### config.mk
export PLATFORM = sky130hd
export DESIGN_NAME = stereo_gain_mute
export DESIGN_NICKNAME = d
export VERILOG_FILES = /design/src/rtl/sgm_pkg.sv /design/src/rtl/sgm_gain_lut.sv /design/src/rtl/sgm_ramp_ctrl.sv /design/src/rtl/sgm_datapath.sv /design/src/rtl/stereo_gain_mute.sv
export SDC_FILE = /design/constraint.sdc
export NUM_CORES = 2
export LEC_CHECK = 0
export ABC_AREA = 1
export ABC_CLOCK_PERIOD_IN_PS = 10200
export BUFFER_PORTS_ARGS = -buffer_cell sky130_fd_sc_hd__buf_2
export CAP_MARGIN = 15
export CORE_MARGIN = 3
export CORE_UTILIZATION = 50
export DETAILED_ROUTE_END_ITERATION = 10
export PLACE_DENSITY = 0.66
export RECOVER_POWER = 50
export SYNTH_ARGS = -nofsm -noshare
export SYNTH_HDL_FRONTEND = slang
export SYNTH_SLANG_ARGS = --single-unit
export TNS_END_PERCENT = 50
### constraint.sdc
create_clock -name clk -period 10.2 [get_ports clk]
set_clock_uncertainty 0.2 [all_clocks]
set_input_delay 1.02 -clock clk [delete_from_list [all_inputs] [get_ports clk]]
set_output_delay 1.02 -clock clk [all_outputs]
set_load 0.01 [all_outputs]
### src/rtl/sgm_pkg.sv
package sgm_pkg;

  localparam int CODE_W      = 8;
  localparam int COEF_W      = 16;
  localparam int COEF_FRAC   = COEF_W - 1;
  localparam int FINE_LAST   = 200;
  localparam int COARSE_LAST = 210;
  localparam int DEEP_CODE   = 211;
  localparam int CUT_CODE    = 212;
  localparam int DEEP_DB     = 66;
  localparam int FINE_BASE_DB = 50;

  typedef struct packed {
    logic              load;
    logic [COEF_W-1:0] rampGain;
  } sgm_strobe_t;

  function automatic real fracScale(input int bits);
    real s;
    s = 1.0;
    for (int i = 0; i < bits; i++) s = s * 2.0;
    return s;
  endfunction

  // exp(x) for x >= 0 by a long Taylor sum
  function automatic real expPos(input real x);
    real term;
    real sum;
    term = 1.0;
    sum  = 1.0;
    for (int n = 1; n < 80; n++) begin
      term = term * x / n;
      sum  = sum + term;
    end
    return sum;
  endfunction

  // cos(x) for 0 <= x <= pi
  function automatic real cosSeries(input real x);
    real term;
    real sum;
    term = 1.0;
    sum  = 1.0;
    for (int n = 1; n < 30; n++) begin
      term = -term * x * x / ((2 * n - 1) * (2 * n));
      sum  = sum + term;
    end
    return sum;
  endfunction

  function automatic real codeToDb(input int code);
    if (code <= FINE_LAST)        return code * 0.25;
    else if (code <= COARSE_LAST) return FINE_BASE_DB + (code - FINE_LAST);
    else                          return DEEP_DB;
  endfunction

  function automatic logic [COEF_W-1:0] gainCoef(input int code);
    real lin;
    if (code >= CUT_CODE) return '0;
    lin = 1.0 / expPos(codeToDb(code) * 2.302585092994046 / 20.0);
    return COEF_W'($rtoi(lin * fracScale(COEF_FRAC) + 0.5));
  endfunction

  function automatic logic [COEF_W-1:0] rampCoef(input int pos, input int steps);
    real c;
    c = cosSeries(3.141592653589793 * pos / steps);
    return COEF_W'($rtoi(fracScale(COEF_FRAC) * (1.0 + c) / 2.0 + 0.5));
  endfunction

endpackage

### src/rtl/sgm_gain_lut.sv
module sgm_gain_lut
  import sgm_pkg::*;
(
  input  logic [CODE_W-1:0] code,
  output logic [COEF_W-1:0] coef
);

  localparam int NUM_CODES = CUT_CODE;

  logic [COEF_W-1:0] coefTab [NUM_CODES];
  logic [CODE_W-1:0] idx;
  logic              isCut;

  for (genvar i = 0; i < NUM_CODES; i++) begin : g_tab
    localparam logic [COEF_W-1:0] ENTRY = gainCoef(i);
    assign coefTab[i] = ENTRY;
  end

  assign isCut = (int'(code) >= CUT_CODE);
  assign idx   = isCut ? '0 : code;

  always_comb begin
    if (isCut) coef = '0;
    else       coef = coefTab[idx];
  end

endmodule

### src/rtl/sgm_ramp_ctrl.sv
module sgm_ramp_ctrl
  import sgm_pkg::*;
#(
  parameter int RAMP_STEPS = 32
) (
  input  logic        clk,
  input  logic        rstN,
  input  logic        validIn,
  input  logic        mutePin,
  input  logic        muteReg,
  input  logic        lockIn,
  input  logic        lockOverride,
  output sgm_strobe_t strobe
);

  localparam int POS_W = $clog2(RAMP_STEPS + 1);
  localparam logic [POS_W-1:0] POS_END = POS_W'(RAMP_STEPS);

  logic [COEF_W-1:0] rampTab [RAMP_STEPS + 1];
  logic [POS_W-1:0]  rampPos;
  logic              muteReq;
  logic              lockMute;

  for (genvar p = 0; p <= RAMP_STEPS; p++) begin : g_ramp
    localparam logic [COEF_W-1:0] ENTRY = rampCoef(p, RAMP_STEPS);
    assign rampTab[p] = ENTRY;
  end

  assign lockMute = !lockIn && !lockOverride;
  assign muteReq  = mutePin || muteReg || lockMute;

  always_ff @(posedge clk) begin
    if (!rstN) begin
      rampPos <= '0;
    end else if (validIn) begin
      if (muteReq && rampPos != POS_END)     rampPos <= rampPos + 1'b1;
      else if (!muteReq && rampPos != '0)    rampPos <= rampPos - 1'b1;
    end
  end

  assign strobe.load     = validIn;
  assign strobe.rampGain = rampTab[rampPos];

  a_r10_hold: assert property (@(posedge clk) disable iff (!rstN)
    !validIn |=> $stable(rampPos));

  a_r10_bound: assert property (@(posedge clk) disable iff (!rstN)
    rampPos <= POS_END);

  a_r8_pin_fades: assert property (@(posedge clk) disable iff (!rstN)
    (validIn && mutePin && rampPos != POS_END) |=> rampPos == $past(rampPos) + 1'b1);

  a_r8_reg_fades: assert property (@(posedge clk) disable iff (!rstN)
    (validIn && muteReg && rampPos != POS_END) |=> rampPos == $past(rampPos) + 1'b1);

  a_r9_lock_fades: assert property (@(posedge clk) disable iff (!rstN)
    (validIn && !lockIn && !lockOverride && rampPos != POS_END)
      |=> rampPos == $past(rampPos) + 1'b1);

  a_r11_unmute_back: assert property (@(posedge clk) disable iff (!rstN)
    (validIn && !mutePin && !muteReg && (lockIn || lockOverride) && rampPos != '0)
      |=> rampPos == $past(rampPos) - 1'b1);

endmodule

### src/rtl/sgm_datapath.sv
module sgm_datapath
  import sgm_pkg::*;
#(
  parameter int DATA_W = 20
) (
  input  logic                         clk,
  input  logic                         rstN,
  input  sgm_strobe_t                  strobe,
  input  logic [1:0][DATA_W-1:0]       sampleIn,
  input  logic [1:0][CODE_W-1:0]       codeIn,
  output logic                         validOut,
  output logic [1:0][DATA_W-1:0]       sampleOut
);

  localparam int MIX_W  = 2 * COEF_W;
  localparam int PROD_W = DATA_W + COEF_W + 1;
  localparam logic [MIX_W-1:0]         MIX_RND  = MIX_W'(1) << (COEF_FRAC - 1);
  localparam logic signed [PROD_W-1:0] PROD_RND = PROD_W'(1) << (COEF_FRAC - 1);
  localparam logic [COEF_W-1:0]        UNITY    = COEF_W'(1) << COEF_FRAC;

  logic                      stageValid;
  logic [1:0][DATA_W-1:0]    sampleQ;
  logic [1:0][COEF_W-1:0]    gainQ;
  logic [1:0][COEF_W-1:0]    lutCoef;

  for (genvar c = 0; c < 2; c++) begin : g_ch
    sgm_gain_lut u_lut (
      .code (codeIn[c]),
      .coef (lutCoef[c])
    );

    always_ff @(posedge clk) begin
      if (!rstN) begin
        sampleQ[c] <= '0;
        gainQ[c]   <= '0;
      end else if (strobe.load) begin
        sampleQ[c] <= sampleIn[c];
        gainQ[c]   <= COEF_W'((MIX_W'(lutCoef[c]) * MIX_W'(strobe.rampGain) + MIX_RND)
                              >> COEF_FRAC);
      end
    end

    always_ff @(posedge clk) begin
      if (!rstN) begin
        sampleOut[c] <= '0;
      end else if (stageValid) begin
        sampleOut[c] <= DATA_W'((PROD_W'($signed(sampleQ[c])) *
                                 PROD_W'($signed({1'b0, gainQ[c]})) + PROD_RND)
                                >>> COEF_FRAC);
      end
    end

    a_r4_cut_silent: assert property (@(posedge clk) disable iff (!rstN)
      (strobe.load && int'(codeIn[c]) >= CUT_CODE) |=> ##1 (sampleOut[c] == '0));

    a_r1_unity_pass: assert property (@(posedge clk) disable iff (!rstN)
      (strobe.load && codeIn[c] == '0 && strobe.rampGain == UNITY)
        |=> ##1 (sampleOut[c] == $past(sampleIn[c], 2)));
  end

  always_ff @(posedge clk) begin
    if (!rstN) begin
      stageValid <= 1'b0;
      validOut   <= 1'b0;
    end else begin
      stageValid <= strobe.load;
      validOut   <= stageValid;
    end
  end

  a_r6_latency: assert property (@(posedge clk) disable iff (!rstN)
    strobe.load |=> ##1 validOut);

  a_r6_no_spurious: assert property (@(posedge clk) disable iff (!rstN)
    !strobe.load |=> ##1 !validOut);

endmodule

### src/rtl/stereo_gain_mute.sv
module stereo_gain_mute
  import sgm_pkg::*;
#(
  parameter int DATA_W     = 20,
  parameter int RAMP_STEPS = 32
) (
  input  logic              clk,
  input  logic              rstN,
  input  logic              validIn,
  input  logic [DATA_W-1:0] inL,
  input  logic [DATA_W-1:0] inR,
  input  logic [CODE_W-1:0] volL,
  input  logic [CODE_W-1:0] volR,
  input  logic              mutePin,
  input  logic              muteReg,
  input  logic              lockIn,
  input  logic              lockOverride,
  output logic              validOut,
  output logic [DATA_W-1:0] outL,
  output logic [DATA_W-1:0] outR
);

  sgm_strobe_t            strobe;
  logic [1:0][DATA_W-1:0] sampleOut;

  sgm_ramp_ctrl #(
    .RAMP_STEPS (RAMP_STEPS)
  ) u_ctrl (
    .clk          (clk),
    .rstN         (rstN),
    .validIn      (validIn),
    .mutePin      (mutePin),
    .muteReg      (muteReg),
    .lockIn       (lockIn),
    .lockOverride (lockOverride),
    .strobe       (strobe)
  );

  sgm_datapath #(
    .DATA_W (DATA_W)
  ) u_dp (
    .clk       (clk),
    .rstN      (rstN),
    .strobe    (strobe),
    .sampleIn  ({inR, inL}),
    .codeIn    ({volR, volL}),
    .validOut  (validOut),
    .sampleOut (sampleOut)
  );

  assign outL = sampleOut[0];
  assign outR = sampleOut[1];

endmodule

Word level (Yosys, flattened, before mapping)
Memory sizes are Yosys's and may differ from the RTL's.
Index checks and enable logic that the tools add are counted.

storage, ports and cells
  flip-flop bits (word level) = 120
  memory bits (read-only) = 9216
  bits of input ports = 63
  output and inout bits = 41
  word-level logic and storage cells = 54
  memories = 3

operators by class
  $add $sub $neg = 6
  $mul = 4
  order comparisons = 5
  equal/unequal tests = 1
  mux-type cells = 12
  bitwise logic cells = 3
  reductions and logical operators = 11

memories
  name              words  bits a word  rd ports  clocked after memory_dff  wr ports  RTL line             source
  (name not given)  256    16           1         0                         0         sgm_gain_lut.sv:24   else coef = coefTab[idx];
  (name not given)  256    16           1         0                         0         sgm_gain_lut.sv:24
  (name not given)  64     16           1         0                         0         sgm_ramp_ctrl.sv:42  assign strobe.rampGain = rampTab[rampPos];

operators with widths
  cell                                                                 number
  16-bit 2-to-1 mux                                                    8
  35-bit by 16-bit adder with 35-bit output (second input constant)    2
  20-bit by 17-bit multiplier with 35-bit output                       2
  31-bit by 15-bit adder with 31-bit output (second input constant)    2
  16-bit by 16-bit multiplier with 31-bit output                       2
  9-bit greater-or-equal comparator (second input constant)            2
  8-bit NOT with 9-bit output                                          2
  8-bit greater-or-equal comparator (second input constant)            2
  8-bit 2-to-1 mux                                                     2
  6-bit 2-to-1 mux                                                     2
  7-bit greater-or-equal comparator (second input constant)            1
  6-bit NOT with 7-bit output                                          1
  6-bit by 1-bit adder with 6-bit output (second input constant)       1
  6-bit inequality test (second input constant)                        1
  6-bit nonzero test                                                   1
  6-bit by 1-bit subtractor with 6-bit output (second input constant)  1
  1-bit logical AND                                                    3
  1-bit logical NOT                                                    3
  1-bit logical OR                                                     2
  2-bit AND reduction                                                  1
  2-bit nonzero test                                                   1

Logic depth before layout (Yosys ltp)
  word-level depth = 9
  depth in mapped cells = 47
  depth with buffers taken out = 45

Modules after synthesis
From an unflattened synthesis, not the netlist that was laid out.

second synthesis, totals
  cells, all modules = 8209
  area total of the unflattened synthesis = 56285.2 sq um

modules (own cells, without submodules)
  module         times used  cells an instance  area each (sq um)  sequential area each (sq um)
  sgm_datapath   1           6645               48078.6            2282.2
  sgm_gain_lut   2           676                3494.6             0.0
  sgm_ramp_ctrl  1           212                1217.4             120.1

Least setup slack after synthesis
OpenSTA, ideal clock, no wires.

  path kind = input -> register
  from = input port volR[7]
  to = register u_dp.gainQ[30] in the netlist's numbering
  library setup time = 0.109 ns
  arrival time = 8.320 ns
  required time = 9.891 ns
  setup slack = 1.571 ns
  stages on the path = 38
  path buffers = 1
  path through = buf_6 nand2_1 inv_1 nand3_4 nand3_1 inv_1 ha_1 inv_1 nand4_1 nand2_1 inv_1 o21ai_0 nor2_1 o311ai_0 nand2_1 nand2_1 inv_1 nand2_1 [2 not listed] fa_1 fa_1 fa_1 fa_1 inv_1 fa_1 inv_1 ha_1 a21oi_1 o21ai_0 a21oi_1 nor3_1 a2111oi_0 nand2_1 nand2_1 nand3_1 nand2_1 inv_1

on the way
  longest elaborated chain between the ends = 9

ends and longest elaborated chain
  item                                                   RTL line                source
  start, declared                                        stereo_gain_mute.sv:13  input logic [CODE_W-1:0] volR,
  8-bit greater-or-equal comparator                      sgm_gain_lut.sv:19      assign isCut = (int'(code) >= CUT_CODE);
  8-bit 2-to-1 mux                                       sgm_gain_lut.sv:20      assign idx = isCut ? '0 : code;
  8-bit NOT with 9-bit output (not written as such)      sgm_gain_lut.sv:24
  memory read 256 x 16 bit                               --
  16-bit 2-to-1 mux (not written as such) (2 in series)  sgm_gain_lut.sv:24
  16-bit 2-to-1 mux *                                    sgm_gain_lut.sv:23      if (isCut) coef = '0;
  16-bit by 16-bit multiplier with 31-bit output *       sgm_datapath.sv:38      gainQ[c] <= COEF_W'((MIX_W'(lutCoef[c]) * MIX_W'(strobe.rampGain) + MIX_RND)
  31-bit by 15-bit adder with 31-bit output *            sgm_datapath.sv:38
  end signal, assigned by index                          sgm_datapath.sv:38
  end, declared                                          sgm_datapath.sv:23      logic [1:0][COEF_W-1:0] gainQ;

Every way passes the cells marked *; elsewhere a longest branch is shown, timed or not. The select of a mux whose other input is x is not followed.
A chain may end at the register's enable or synchronous reset.

Final worst setup path
  from = input port volL[2]
  to = register u_dp.gainQ[15] in the netlist's numbering

on the way
  longest elaborated chain between the ends = 9

ends and longest elaborated chain
  item                                                   RTL line                source
  start, declared                                        stereo_gain_mute.sv:12  input logic [CODE_W-1:0] volL,
  8-bit greater-or-equal comparator                      sgm_gain_lut.sv:19
  8-bit 2-to-1 mux                                       sgm_gain_lut.sv:20
  8-bit NOT with 9-bit output (not written as such)      sgm_gain_lut.sv:24
  memory read 256 x 16 bit                               --
  16-bit 2-to-1 mux (not written as such) (2 in series)  sgm_gain_lut.sv:24
  16-bit 2-to-1 mux *                                    sgm_gain_lut.sv:23
  16-bit by 16-bit multiplier with 31-bit output *       sgm_datapath.sv:38
  31-bit by 15-bit adder with 31-bit output *            sgm_datapath.sv:38

Marked as above.

==> results by group <==
Logic synthesis
  – Asr flop ratio synth: 0
  – Top FF cell, synth: dfxtp_1
  – Mapped Nets: 8,635
  – Compound-Gate Fraction of Synth Area: 0.0904
  – Post-synthesis adder-cell area fraction: 0.497
  – Post-Synth Simple-Gate Area: 0.198
  – Synth Register Bits: 120
  – Largest family of logic cells by synthesized area: adder cells
  – EDFF count, synth: 0
  – Sequential area share after synthesis: 0.0464
  – Mean Syn Cell Area: 7.27 sq um
  – Synth Instances: 7,117
  – Yosys Warn Count: 0
  – Xor-xnor portion of the synthesized cell area: 0.0113
  – Unique masters post-synth: 68
  – Multiplexer share of the synthesized area: 0
  – Synthesized area: 51,800 sq um

Timing
  – Worst Max-Slew Pin Slew: 3670 ps
  – FMAX: 0.106 GHz
  – Minimum clock period: 9400 ps
  – Headroom to the max-slew limit: -1.45
  – Period utilization: 0.922
  – Hold Vio Cnt, Final: 0
  – TNS Setup: 0 ps
  – Fin. max-slew vios: 121
  – Final worst slack: 795 ps
  – Setup Viol. Count Final: 0
  – Unrepaired setup endpoints after global routing: no
  – Hold slack final: 284 ps

Setup path
  – R2R Setup Slk: 1780 ps
  – Crit-path slowest cell: o2111ai_1
  – Crit path from: volL[2]
  – Arr. time, crit path: 9550 ps
  – CP Capture Point: u_dp.gainQ[15]
  – Critical Path End Type: flop
  – Worst R2R Path Depth: 32
  – Crit Reg-Reg Endpoint: u_dp.gainQ[30]
  – Worst setup SP type: input pin
  – Worst r2r src: u_ctrl.rampPos[0]
  – CP Max Fanout: 18
  – CP required: 10,350 ps
  – Crit path top cell by count: inv_1
  – Crit-path max cell delay: 690 ps
  – Kind of critical path: in2reg

Clock tree
  – Num CTS Buffers: 17
  – Clock tree buffer depth: 2
  – Worst-Skew Late Latency: 490 ps
  – Reg clk slew, reported paths: 70 ps
  – Num Clock Sinks: 120
  – Post-CTS sizing: 0
  – Post-CTS setup buffers: 0
  – H-tree levels: 4
  – CTS Hold Buffers Added: 0
  – CTS tree: built
  – Clock root buffer: clkbuf_16

Global route
  – Vias in the first global route: 48,600
  – Total track usage: 0.319
  – Largest net degree at the start of global routing: 87
  – Remaining global-route overflow: 0
  – First-pass GRT wire length: 270,000 um
  – Initial antenna violation count: 2

Job
  – Maxcap violations: 2

Detailed routing
  – Final WL: 168,000 um
  – ANT nets after route: 0
  – Drt wl/cell: 19.7 um
  – Post-route DRC: 0
  – Via-per-instance ratio: 5.48
  – DR pass1 iterations: 7
  – Via count: 46,700
  – Initial DRC count: 4,518

Floorplanning
  – Area of the die: 107,000 sq um
  – Initial Util: 0.507
  – # IOs: 104
  – Core Area: 102,000 sq um
  – DIE HEIGHT: 328 um
  – Die width: 328 um
  – # rows: 117

Placement
  – Post-DP Area: 54,400 sq um
  – IO Port Bufs: 103
  – Dpl ws: 661 ps
  – Gp weighted congestion: 1.03
  – Dpl hpwl: 137,000 um

Layout
  – Nets: 8,659
  – # diodes: 0
  – P&R area growth vs syn: 6.31%
  – Layout cells sized above 1: 0.0520
  – Post-route cell area: 55,000 sq um

Outcome
  – Failing checks: capacitance limit, slew limit
  – Status: complete, but fails checks

Min path
  – Worst hold path class: reg2reg
==> routing by layer <==
metal / share of wire / routed length (um) / vias to the layer above / GRT usage
met4: 0.029 / 4890 / 4 / 0.0851
met5: 0.00015 / 25 / - / 0
met2: 0.45 / 74700 / 2075 / 0.502
met3: 0.089 / 14800 / 350 / 0.0558
met1: 0.44 / 73100 / 23000 / 0.455
li1: - / - / 21300 / -
==> critical path: cells and delay by family <==
kind	cells	cell delay [ps]
AO/OA/AOI/OAI	9	1960
buffers and inverters	11	1630
AND/OR/NAND/NOR	8	1340
adder cells (fa/ha/maj)	8	3580
==> final cells by class <==
type | instances | area, sq um
multi-input cells | 4876 | 41300
flip-flops and latches | 120 | 2400
repair buffers | 310 | 2160
inverters | 1816 | 6820
fillers | 10100 | 47200
well taps | 1368 | 1710
clock buffers | 17 | 425
clock inverters | 15 | 215
==> registers in the layout (all words and copies together) (netlist names) <==
| signal | flops |
|---|---|
| u_dp.validOut | 1 |
| u_dp.sampleQ | 40 |
| u_dp.stageValid | 1 |
| u_dp.gainQ | 32 |
| u_dp.sampleOut | 40 |
| u_ctrl.rampPos | 6 |
==> synthesized netlist by cell type (8+ instances only) <==
master	number	share of area
nor2_2	8	0.00097
o21ai_0	281	0.027
o311ai_0	14	0.0024
nor3_1	47	0.0045
nand3_1	234	0.023
dfxtp_1	120	0.046
o31ai_1	15	0.0022
inv_2	19	0.0014
nand2_2	12	0.0015
ha_1	452	0.11
o211ai_1	42	0.0061
fa_1	1003	0.39
a21oi_1	277	0.027
a221oi_1	11	0.0019
xnor2_1	37	0.0063
clkinv_1	17	0.0012
xor2_1	30	0.0051
nand2_1	1517	0.11
a21o_1	12	0.0017
inv_1	1779	0.13
buf_4	11	0.0016
buf_1	10	0.00073
a31oi_1	40	0.0048
buf_2	40	0.0039
nor2_1	665	0.048
a211oi_1	12	0.0017
clkbuf_1	237	0.017
o21a_1	17	0.0025
o221ai_1	20	0.0034
nand4_1	35	0.0042
==> cells by family after synthesis <==
| logic type | Yosys count |
|---|---|
| compound gates | 804 |
| xor+xnor | 67 |
| fa+ha+maj | 1455 |
| buf+inv | 2121 |
| flops | 120 |
| simple gates | 2550 |
==> per-stage QoR <==
step / util / cells
after CTS: 0.539 / 8522
after detailed placement: 0.533 / 8490
final: 0.538 / 8522
after global placement: 0.533 / 8490
after floorplan: - / 7117
after global routing: 0.538 / 8522
==> placed cells by master, fill, tap and decap left out, types with 8 or more instances in the layout <==
cell type  instances
a31oi_1           40
nand2_2           12
nor2_2             9
o31ai_1           15
ha_1             452
xor2_1            30
a221oi_1          11
nand2_1         1517
nor2_1           664
nand4_1           35
nand3_1          234
clkbuf_16         17
fa_1            1003
nor3_2             8
buf_12            12
buf_4            194
o21a_1            17
nor3_1            40
o21ai_0          281
a21oi_1          277
xnor2_1           37
o211ai_1          42
dfxtp_1          119
o311ai_0          14
o221ai_1          20
clkbuf_1          44
clkinv_1          17
a211oi_1          12
buf_2             60
inv_2             19
a21o_1            12
inv_1           1779
==> worst min-delay path by stage <==
stage	startpoint	end	slack, ps	cells past startpoint
after global placement	u_dp.sampleOut[10]	u_dp.sampleOut[10]	260	2
final	u_dp.sampleOut[28]	u_dp.sampleOut[28]	280	2
after CTS	u_dp.sampleOut[28]	u_dp.sampleOut[28]	290	2
after detailed placement	u_dp.sampleOut[28]	u_dp.sampleOut[28]	270	2
after global routing	u_dp.sampleOut[10]	u_dp.sampleOut[10]	320	2
after floorplan	u_dp.gainQ[11]	u_dp.gainQ[11]	300	2
Power is not shown: default switching activity piles up to over one toggle a cycle in this logic, so the estimate is an artifact.
